--- src/rtl/adc_seq_pkg.sv ---
package adc_seq_pkg;

    localparam int ADDR_W    = 7;
    localparam int WORD_W    = 24;
    localparam int RATE_W    = 2;
    localparam int SETUP_LEN = 7;
    localparam int HALT_LEN  = 2;
    localparam int STEP_W    = $clog2(SETUP_LEN);
    localparam int CHAN_LSB  = 8;

    // Register addresses that the remote converter decodes
    localparam logic [ADDR_W-1:0] RA_CONV_CMD = 7'h20;
    localparam logic [ADDR_W-1:0] RA_CH_SEL   = 7'h03;
    localparam logic [ADDR_W-1:0] RA_FRONT    = 7'h02;
    localparam logic [ADDR_W-1:0] RA_MODE_A   = 7'h22;
    localparam logic [ADDR_W-1:0] RA_MODE_B   = 7'h23;
    localparam logic [ADDR_W-1:0] RA_RESULT   = 7'h24;

    localparam logic [WORD_W-1:0] W_HALT_CONV = 24'h100000;
    localparam logic [WORD_W-1:0] W_CONT_MODE = 24'h010000;
    localparam logic [WORD_W-1:0] W_GO_SLOW   = 24'h310000;
    localparam logic [WORD_W-1:0] W_GO_MID    = 24'h330000;
    localparam logic [WORD_W-1:0] W_GO_FAST   = 24'h340000;

    typedef enum logic [2:0] {
        ST_IDLE,
        ST_PROGRAM,
        ST_ARMED,
        ST_FETCH,
        ST_HALT
    } seq_state_t;

    typedef struct packed {
        logic [ADDR_W-1:0] addr;
        logic [WORD_W-1:0] data;
    } reg_op_t;

    function automatic logic [WORD_W-1:0] go_word(input logic [RATE_W-1:0] sel);
        case (sel)
            2'd1:    return W_GO_MID;
            2'd2:    return W_GO_FAST;
            default: return W_GO_SLOW;
        endcase
    endfunction

endpackage

--- src/rtl/adc_ready_edge.sv ---
module adc_ready_edge #(
    parameter int STAGES = 2
) (
    input  logic clk,
    input  logic rst_n,
    input  logic rdy_n,
    output logic fall
);
    // pipe[STAGES-1:0] synchronise, pipe[STAGES] holds the previous settled level
    logic [STAGES:0] pipe;

    always_ff @(posedge clk) begin
        if (!rst_n) begin
            pipe <= '1;
        end else begin
            pipe <= {pipe[STAGES-1:0], rdy_n};
        end
    end

    assign fall = pipe[STAGES] & ~pipe[STAGES-1];

endmodule

--- src/rtl/adc_script_rom.sv ---
module adc_script_rom
    import adc_seq_pkg::*;
#(
    parameter int CHAN_W = 4
) (
    input  logic [STEP_W-1:0] step,
    input  logic [CHAN_W-1:0] chan,
    input  logic [RATE_W-1:0] rate,
    input  logic [WORD_W-1:0] front_cfg,
    output reg_op_t           op
);
    logic [WORD_W-1:0] sel_word;

    always_comb begin
        sel_word = '0;
        sel_word[CHAN_LSB +: CHAN_W] = chan;
    end

    // Steps 0 and 1 double as the whole halt list
    always_comb begin
        op = '0;
        case (step)
            3'd0:    op = '{addr: RA_CONV_CMD, data: W_HALT_CONV};
            3'd1:    op = '{addr: RA_CH_SEL,   data: '0};
            3'd2:    op = '{addr: RA_FRONT,    data: front_cfg};
            3'd3:    op = '{addr: RA_MODE_A,   data: W_CONT_MODE};
            3'd4:    op = '{addr: RA_MODE_B,   data: '0};
            3'd5:    op = '{addr: RA_CH_SEL,   data: sel_word};
            3'd6:    op = '{addr: RA_CONV_CMD, data: go_word(rate)};
            default: op = '0;
        endcase
    end

endmodule

--- src/rtl/adc_seq_ctrl.sv ---
module adc_seq_ctrl
    import adc_seq_pkg::*;
#(
    parameter int CHAN_W      = 4,
    parameter int SYNC_STAGES = 2
) (
    input  logic              clk,
    input  logic              rst_n,
    input  logic              start,
    input  logic              stop,
    input  logic [CHAN_W-1:0] chan_sel,
    input  logic [1:0]        rate_sel,
    input  logic [23:0]       front_cfg,
    input  logic              rdy_n,
    output logic              req,
    output logic              req_rd,
    output logic [6:0]        req_addr,
    output logic [23:0]       req_wdata,
    input  logic              req_ack,
    input  logic [23:0]       ack_rdata,
    input  logic              ack_crc_err,
    output logic [23:0]       sample,
    output logic              sample_vld
);
    localparam logic [STEP_W-1:0] SETUP_LAST = STEP_W'(SETUP_LEN - 1);
    localparam logic [STEP_W-1:0] HALT_LAST  = STEP_W'(HALT_LEN - 1);

    seq_state_t        state_q, state_d;
    logic [STEP_W-1:0] step_q, step_d;
    logic              stop_pend_q, stop_pend_d;
    logic              stop_req;
    logic [CHAN_W-1:0] chan_q;
    logic [RATE_W-1:0] rate_q;
    logic [WORD_W-1:0] cfg_q;
    logic              rdy_fall;
    reg_op_t           rom_op;

    adc_ready_edge #(.STAGES(SYNC_STAGES)) u_edge (
        .clk   (clk),
        .rst_n (rst_n),
        .rdy_n (rdy_n),
        .fall  (rdy_fall)
    );

    adc_script_rom #(.CHAN_W(CHAN_W)) u_rom (
        .step      (step_q),
        .chan      (chan_q),
        .rate      (rate_q),
        .front_cfg (cfg_q),
        .op        (rom_op)
    );

    // State register
    always_ff @(posedge clk) begin
        if (!rst_n) begin
            state_q     <= ST_IDLE;
            step_q      <= '0;
            stop_pend_q <= 1'b0;
        end else begin
            state_q     <= state_d;
            step_q      <= step_d;
            stop_pend_q <= stop_pend_d;
        end
    end

    // Settings captured at start
    always_ff @(posedge clk) begin
        if (!rst_n) begin
            chan_q <= '0;
            rate_q <= '0;
            cfg_q  <= '0;
        end else if (state_q == ST_IDLE && start) begin
            chan_q <= chan_sel;
            rate_q <= rate_sel;
            cfg_q  <= front_cfg;
        end
    end

    assign stop_req = stop_pend_q | stop;

    // Next-state logic
    always_comb begin
        state_d     = state_q;
        step_d      = step_q;
        stop_pend_d = 1'b0;
        unique case (state_q)
            ST_IDLE: begin
                if (start) begin
                    state_d = ST_PROGRAM;
                    step_d  = '0;
                end
            end
            ST_PROGRAM: begin
                stop_pend_d = stop_req;
                if (req_ack) begin
                    if (stop_req) begin
                        state_d     = ST_HALT;
                        step_d      = '0;
                        stop_pend_d = 1'b0;
                    end else if (step_q == SETUP_LAST) begin
                        state_d = ST_ARMED;
                        step_d  = '0;
                    end else begin
                        step_d = step_q + 1'b1;
                    end
                end
            end
            ST_ARMED: begin
                if (stop) begin
                    state_d = ST_HALT;
                    step_d  = '0;
                end else if (rdy_fall) begin
                    state_d = ST_FETCH;
                end
            end
            ST_FETCH: begin
                stop_pend_d = stop_req;
                if (req_ack) begin
                    stop_pend_d = 1'b0;
                    if (stop_req) begin
                        state_d = ST_HALT;
                        step_d  = '0;
                    end else begin
                        state_d = ST_ARMED;
                    end
                end
            end
            ST_HALT: begin
                if (req_ack) begin
                    if (step_q == HALT_LAST) begin
                        state_d = ST_IDLE;
                        step_d  = '0;
                    end else begin
                        step_d = step_q + 1'b1;
                    end
                end
            end
            default: begin
                state_d = ST_IDLE;
                step_d  = '0;
            end
        endcase
    end

    // Request outputs
    always_comb begin
        req       = 1'b0;
        req_rd    = 1'b0;
        req_addr  = rom_op.addr;
        req_wdata = rom_op.data;
        unique case (state_q)
            ST_PROGRAM, ST_HALT: req = 1'b1;
            ST_FETCH: begin
                req       = 1'b1;
                req_rd    = 1'b1;
                req_addr  = RA_RESULT;
                req_wdata = '0;
            end
            default: req = 1'b0;
        endcase
    end

    // Result capture
    always_ff @(posedge clk) begin
        if (!rst_n) begin
            sample     <= '0;
            sample_vld <= 1'b0;
        end else begin
            sample_vld <= 1'b0;
            if (state_q == ST_FETCH && req_ack && !ack_crc_err) begin
                sample     <= ack_rdata;
                sample_vld <= 1'b1;
            end
        end
    end

    // request fields hold until acknowledged
    a_r2_hold_until_ack: assert property (@(posedge clk) disable iff (!rst_n)
        (req && !req_ack) |=> (req && $stable(req_rd) && $stable(req_addr) && $stable(req_wdata)));

    // a new read only follows a synchronised ready fall
    a_r6_read_after_fall: assert property (@(posedge clk) disable iff (!rst_n)
        (req && req_rd && !$past(req && req_rd)) |-> $past(rdy_fall));

    // strobe follows an acknowledged read, carrying its data
    a_r7_strobe_data: assert property (@(posedge clk) disable iff (!rst_n)
        sample_vld |-> ($past(req && req_rd && req_ack) && sample == $past(ack_rdata)));

    // no strobe for a read flagged with a CRC error
    a_r8_crc_suppress: assert property (@(posedge clk) disable iff (!rst_n)
        sample_vld |-> !$past(ack_crc_err));

    // stop while armed starts the halt write at once
    a_r9_stop_armed: assert property (@(posedge clk) disable iff (!rst_n)
        (state_q == ST_ARMED && stop) |=> (req && !req_rd && req_addr == RA_CONV_CMD && req_wdata == W_HALT_CONV));

endmodule

--- config.mk ---
export PLATFORM = sky130hd
export DESIGN_NAME = adc_seq_ctrl
export DESIGN_NICKNAME = d
export VERILOG_FILES = /design/src/rtl/adc_seq_pkg.sv /design/src/rtl/adc_ready_edge.sv /design/src/rtl/adc_script_rom.sv /design/src/rtl/adc_seq_ctrl.sv
export SDC_FILE = /design/constraint.sdc
export NUM_CORES = 1
export LEC_CHECK = 0
export BUFFER_PORTS_ARGS = -buffer_cell sky130_fd_sc_hd__buf_2
export CORE_UTILIZATION = 48
export DETAILED_ROUTE_END_ITERATION = 8
export GPL_TIMING_DRIVEN = 0
export PLACE_DENSITY = 0.8
export SYNTH_ARGS = -nofsm -noshare
export SYNTH_HDL_FRONTEND = slang
export SYNTH_SLANG_ARGS = --single-unit
--- constraint.sdc ---
create_clock -name clk -period 2.35 [get_ports clk]
set_clock_uncertainty 0.2 [all_clocks]
set_input_delay 0.3525 -clock clk [delete_from_list [all_inputs] [get_ports clk]]
set_output_delay 0.3525 -clock clk [all_outputs]
set_load 0.005 [all_outputs]
==> results of run 1 <==
-- flip-flops by register name (all words and copies together), names as in the netlist --
name,flops
stop_pend_q,1
chan_q,4
cfg_q,24
sample,24
u_edge.pipe,3
rate_q,2
state_q,3
step_q,3
sample_vld,1
-- placed cells by master, fill, tap and decap left out, types with 3 or more instances in the layout --
cell / netlist / routed
nor2_1: 13 / 13
and3_1: 15 / 15
a21oi_1: 5 / 5
clkbuf_1: 17 / 15
inv_1: 5 / 4
buf_2: 11 / 123
conb_1: 1 / 3
buf_4: 4 / 5
nand3b_1: 3 / 3
bufinv_16: 0 / 3
nand2b_1: 5 / 5
dfxtp_1: 65 / 65
a21boi_1: 50 / 50
a21boi_0: 4 / 4
a22oi_1: 4 / 4
clkbuf_8: 0 / 10
nand2_1: 117 / 116
a211oi_1: 3 / 3
-- worst min-delay path, cell delays in order --
cell,delay (ns)
buf_2,0.09
nand2_1,0.04
a21boi_1,0.04
-- through the flow --
step,area [um2],util,worst slack (ns),power [uW],hold WS [ns]
6_report,3910,0.660,0.0702,3280,0.0310
5_1_grt,3910,0.660,0.0158,3460,0.0291
4_1_cts,3880,0.655,0.00752,3270,0.0318
3_5_place_dp,3610,0.609,0.0624,2120,0.199
3_3_place_gp,3610,0.609,0.0486,2090,0.189
2_1_floorplan,2940,-,0.484,1870,0.186
-- logic make-up (layout without fill, tap and decap cells) --
logic type / after synthesis / after routing / share of synthesized area
and+or+nand+nor: 177 / 177 / 0.278
AOI/OAI and AO/OA: 81 / 81 / 0.209
DFF: 65 / 65 / 0.443
buffers and inverters: 37 / 167 / 0.0571
adders and majority gates: 1 / 1 / 0.00426
other: 1 / 3 / 0.00128
xor gates and xnor gates: 1 / 1 / 0.00299
muxes: 1 / 1 / 0.00341
-- layer usage --
metal  track usage  share of wire  up-vias
met5             0              0        -
met4        0.0929          0.015        0
met3        0.0818          0.078       11
met2         0.421           0.48      103
met1         0.277           0.43     1311
li1              -              -     1459
-- worst paths after layout --
path              slack (ns)           start             end  cells past startpoint
hold / removal          0.03   front_cfg[15]       cfg_q[15]                      3
setup / recovery        0.07       step_q[1]     req_addr[5]                      6
setup reg to reg        0.27      state_q[0]       sample[6]                      7
hold reg to reg         0.21  u_edge.pipe[0]  u_edge.pipe[1]                      1
-- cell type report --
class                      count  area, um2  area share
multi-input combinational    264       1500       0.384
sequential                    65       1300       0.333
timing repair buffer         115        581       0.149
buffer                        31        165      0.0423
clock buffer                  11        141      0.0362
clock inverter                 5        103      0.0263
tap                           75       93.8      0.0240
inverter                       5       18.8     0.00481
-- what timing repair did --
| item | in CTS | in global routing |
|---|---|---|
| pin swaps | 0 | 0 |
| endpoints found under the hold margin | 1 | 0 |
| buffers inserted | 0 | 0 |
| setup endpoints to repair | 23 | 17 |
| hold buffers | 1 | 0 |
| gates resized for setup | 10 | 11 |
-- power by group through the flow --
stage | Sequential (uW) | Clock [uW] | Combinational [uW]
after CTS | 1300 | 1160 | 806
final | 1300 | 1160 | 815
after global placement | 1320 | 0 | 775
after floorplan | 1300 | 0 | 568
after detailed placement | 1320 | 0 | 796
after global routing | 1320 | 1230 | 919
==> qor.csv, run 1 <==
stage,metric,value,unit
detailed_routing,DRT Pass-1 Iters,4,
sta,total negative setup slack,0,ns
logic_synthesis,register bit total from synthesis,65,
detailed_routing,post-DR wirelength/cell,13.3,um
detailed_routing,total wire length,7590,um
floorplan,CORE AREA,5920,um2
power,Leakage,0.00184,uW
clocking,H-tree Lvls,3,
clocking,CTS tree,done,
finish,fin nets,553,
placement,placed insts,555,
floorplan,Initial Util,0.496,
clocking,CTS Buf Count,9,
logic_synthesis,leading area contributor after synthesis,dfxtp_1,
clocking,clk buf depth,2,
logic_synthesis,top post-synthesis cells by count,"117 x nand2_1, 65 x dfxtp_1, 50 x a21boi_1, 17 x clkbuf_1, 15 x and3_1",
logic_synthesis,most common cell in the netlist,nand2_1,
hold_path,worst min-delay path category,in2reg,
run_status,outcome,"finished, final reports clean",
sta,RSZ-0062 raised after global routing,no,
worst_setup_path,critical path's top delay family,simple AND/OR/NAND/NOR gates,
floorplan,die height,80.2,um
detailed_routing,Final ANT Viol Nets,0,
detailed_routing,# DRC,0,
logic_synthesis,"Seq/Total Area, Yosys",0.443,
grt,GRT overflow,0,
placement,HPWL after detailed placement,5400,um
logic_synthesis,Main synth FF type,dfxtp_1,
floorplan,site row count,28,
power,Clk pwr share,0.354,
sta,Setup-failing EPs final,0,
detailed_routing,1st-iter DRT viols,151,
logic_synthesis,Post-synth EDFFs,0,
grt,gr usage total,0.244,
finish,layout cells sized above 1,0.319,
logic_synthesis,post-synth top area share,0.443,
placement,PortBufs,114,
worst_setup_path,Critical Path AT,1.73,ns
grt,pin count of the biggest net entering global routing,12,
worst_setup_path,CP max-delay cell,or3_1,
power,switching part of the total,0.302,
grt,vias in the first global route,2745,
worst_setup_path,sequence of cells on the critical path,buf_4 > nand2_1 > inv_1 > ha_2 > or3_1 > buf_2,
worst_setup_path,crit path max fanout,10,
grt,first-pass GRT wire length,12000,um
finish,Fill cells,534,
clocking,Worst-path clk slew,0.07,ns
sta,final hold violation count,0,
sta,Period minus WS final,2.28,ns
power,VDD IR max,0.000593,V
clocking,Clock Sinks,65,
power,Power Dens Cells,840,nW/um2
clocking,Skew-Pair Late Insertion Delay,0.34,ns
logic_synthesis,Synth area leaders,"dfxtp_1 44%, nand2_1 15%, a21boi_1 13%, and3_1 3.2%, clkbuf_1 2.2%",
worst_setup_path,Worst path max stage delay,0.38,ns
placement,GP Congestion,0.876,
worst_setup_path,Crit Path Category,reg2out,
grt,initial antenna violation count,0,
finish,"non-filler cells, final",571,
power,Sequential Power Share,0.397,
detailed_routing,vias per cell,5.05,
power,Internal,2290,uW
finish,Syn-to-layout area delta,33.1,%
sta,Max Freq,439,MHz
run,max_cap viols,0,
worst_setup_path,Worst Path Required,1.80,ns
logic_synthesis,Post-Syn Instances,364,
floorplan,IO Count,119,
logic_synthesis,Synth warnings,0,
logic_synthesis,"FFs w/ async S/R, synth",0,
sta,crit share post-route,0.970,
detailed_routing,via total after detailed routing,2884,
floorplan,die area,6430,um2
worst_setup_path,Buf/Inv on CP,3,
logic_synthesis,Synth cell types,48,
logic_synthesis,Mapped Avg Cell Area,8.06,um2
sta,max-slew violation count,0,
power,combinational power share,0.248,
worst_setup_path,critical path startpoint category,register,
clocking,clk root buf,clkbuf_8,
finish,# diodes,0,
power,NetSw,991,uW
logic_synthesis,Netlist Area Pre-Place,2930,um2
worst_setup_path,Worst Setup End Kind,output pin,
floorplan,die width,80.2,um
Power figures use the tool's default switching activity.
==> run 2: changes to the inputs <==
- MAX_ROUTING_LAYER: unset -> met4
- SETUP_SLACK_MARGIN: unset -> 0.15
- clock period: 2.35 -> 2.45 ns (I/O delays scaled with it)
==> qor.csv, run 2 (same netlist as run 1, synthesis figures left out) <==
stage,metric,value,unit
run_status,outcome,"finished, final reports clean",
worst_setup_path,sequence of cells on the critical path,clkbuf_8 > nand2_2 > inv_1 > ha_2 > o21ai_2 > nor2_1 > buf_2,
sta,total negative setup slack,0,ns
floorplan,die width,80.2,um
hold_path,worst min-delay path category,in2reg,
power,VDD IR max,0.000568,V
clocking,Worst-path clk slew,0.07,ns
power,Leakage,0.00190,uW
power,Tot Pwr,3210,uW
floorplan,IO Count,119,
grt,pin count of the biggest net entering global routing,12,
placement,GP Congestion,0.891,
finish,"commonest non-fill, non-tap cell in the layout",buf_2,
sta,max-slew violation count,0,
worst_setup_path,Worst path max stage delay,0.35,ns
sta,crit share post-route,0.929,
worst_setup_path,crit path max fanout,10,
power,Power Dens Cells,795,nW/um2
detailed_routing,post-DR wirelength/cell,13.5,um
worst_setup_path,Worst Path Required,1.88,ns
finish,Fill cells,532,
clocking,Clock Sinks,65,
worst_setup_path,CP max-delay cell,dfxtp_1,
finish,most frequent cells in the layout,"123 x buf_2, 115 x nand2_1, 65 x dfxtp_1, 50 x a21boi_1, 15 x and3_1",
grt,first-pass GRT wire length,12000,um
clocking,CTS Buf Count,9,
grt,GRT overflow,0,
worst_setup_path,R2R setup slack,0.33,ns
worst_setup_path,critical path startpoint category,register,
placement,PortBufs,114,
floorplan,die area,6430,um2
finish,Reg area,1300,um2
grt,initial antenna violation count,0,
worst_setup_path,Buf/Inv on CP,3,
grt,vias in the first global route,2747,
clocking,clk buf depth,2,
detailed_routing,vias per cell,5.07,
finish,fin nets,565,
clocking,Skew-Pair Late Insertion Delay,0.35,ns
worst_setup_path,Worst Setup End Kind,output pin,
finish,Top Registers,"cfg_q: 24 flops, sample: 24 flops, chan_q: 4 flops",
clocking,clk root buf,clkbuf_8,
run,max_cap viols,0,
detailed_routing,via total after detailed routing,2957,
grt,gr usage total,0.252,
worst_setup_path,critical path's top delay family,buffers and inverters,
detailed_routing,1st-iter DRT viols,191,
clocking,CTS tree,done,
floorplan,CORE AREA,5920,um2
floorplan,site row count,28,
detailed_routing,DRT Pass-1 Iters,5,
finish,Multi-input gate area,1510,um2
worst_setup_path,Crit Path Category,reg2out,
sta,final hold violation count,0,
worst_setup_path,Critical Path AT,1.71,ns
finish,layout cells sized above 1,0.343,
detailed_routing,# DRC,0,
sta,Setup-failing EPs final,0,
finish,# diodes,0,
floorplan,Initial Util,0.496,
placement,HPWL after detailed placement,5400,um
detailed_routing,total wire length,7880,um
detailed_routing,Final ANT Viol Nets,0,
sta,Max Freq,439,MHz
sta,Period minus WS final,2.28,ns
finish,Syn-to-layout area delta,37.6,%
clocking,H-tree Lvls,3,
sta,RSZ-0062 raised after global routing,no,
floorplan,die height,80.2,um
[run 2: metal layers]
layer | global-route usage | vias to the layer above | share of wire
li1 | - | 1484 | -
met1 | 0.291 | 1338 | 0.43
met2 | 0.424 | 122 | 0.48
met3 | 0.0511 | 13 | 0.075
met4 | 0.109 | 0 | 0.017
met5 | - | - | 0
[run 2: per-stage QoR]
| step | hold WS (ns) | instances | utilization | setup WS, ns | instance area (um2) |
|---|---|---|---|---|---|
| 6_report | 0.0423 | 583 | 0.682 | 0.175 | 4040 |
| 2_1_floorplan | 0.186 | 366 | - | 0.569 | 2940 |
| 5_1_grt | 0.0466 | 583 | 0.682 | 0.131 | 4040 |
| 4_1_cts | 0.0468 | 572 | 0.660 | 0.158 | 3910 |
| 3_3_place_gp | 0.189 | 555 | 0.609 | 0.134 | 3610 |
| 3_5_place_dp | 0.199 | 555 | 0.609 | 0.147 | 3610 |
[run 2: layout make-up]
cell class,count,area share
sequential,65,0.322
multi-input combinational,264,0.373
clock inverter,5,0.0254
inverter,5,0.00558
tap,75,0.0232
buffer,32,0.0471
timing repair buffer,126,0.168
clock buffer,11,0.0350
[run 2: power by group]
group / switching, uW / total, uW / internal, uW
Sequential: 70.5 / 1250 / 1180
Combinational: 485 / 840 / 355
Clock: 417 / 1120 / 702
[run 2: timing repair]
action,4_1_cts,5_1_grt
hold buffers,1,0
gates cloned,0,2
endpoints found under the setup margin,25,19
hold endpoints to repair,1,0
gates resized for setup,18,11
setup buffers,0,9
[run 2: worst paths after layout]
| kind | from | to | depth (start not counted) |
|---|---|---|---|
| min reg2reg | u_edge.pipe[0] | u_edge.pipe[1] | 1 |
| min | front_cfg[15] | cfg_q[15] | 3 |
| max | step_q[1] | req_wdata[8] | 7 |
| max reg2reg | state_q[0] | sample[13] | 9 |
[run 2: worst register-to-register path, stage by stage, from the launching register on]
cell       delay, ns
dfxtp_1         0.39
nor2b_4         0.20
nand2_2         0.09
buf_4           0.15
clkbuf_16       0.14
buf_4           0.13
nor3_4          0.25
buf_2           0.28
nand2_1         0.08
a21boi_1        0.14
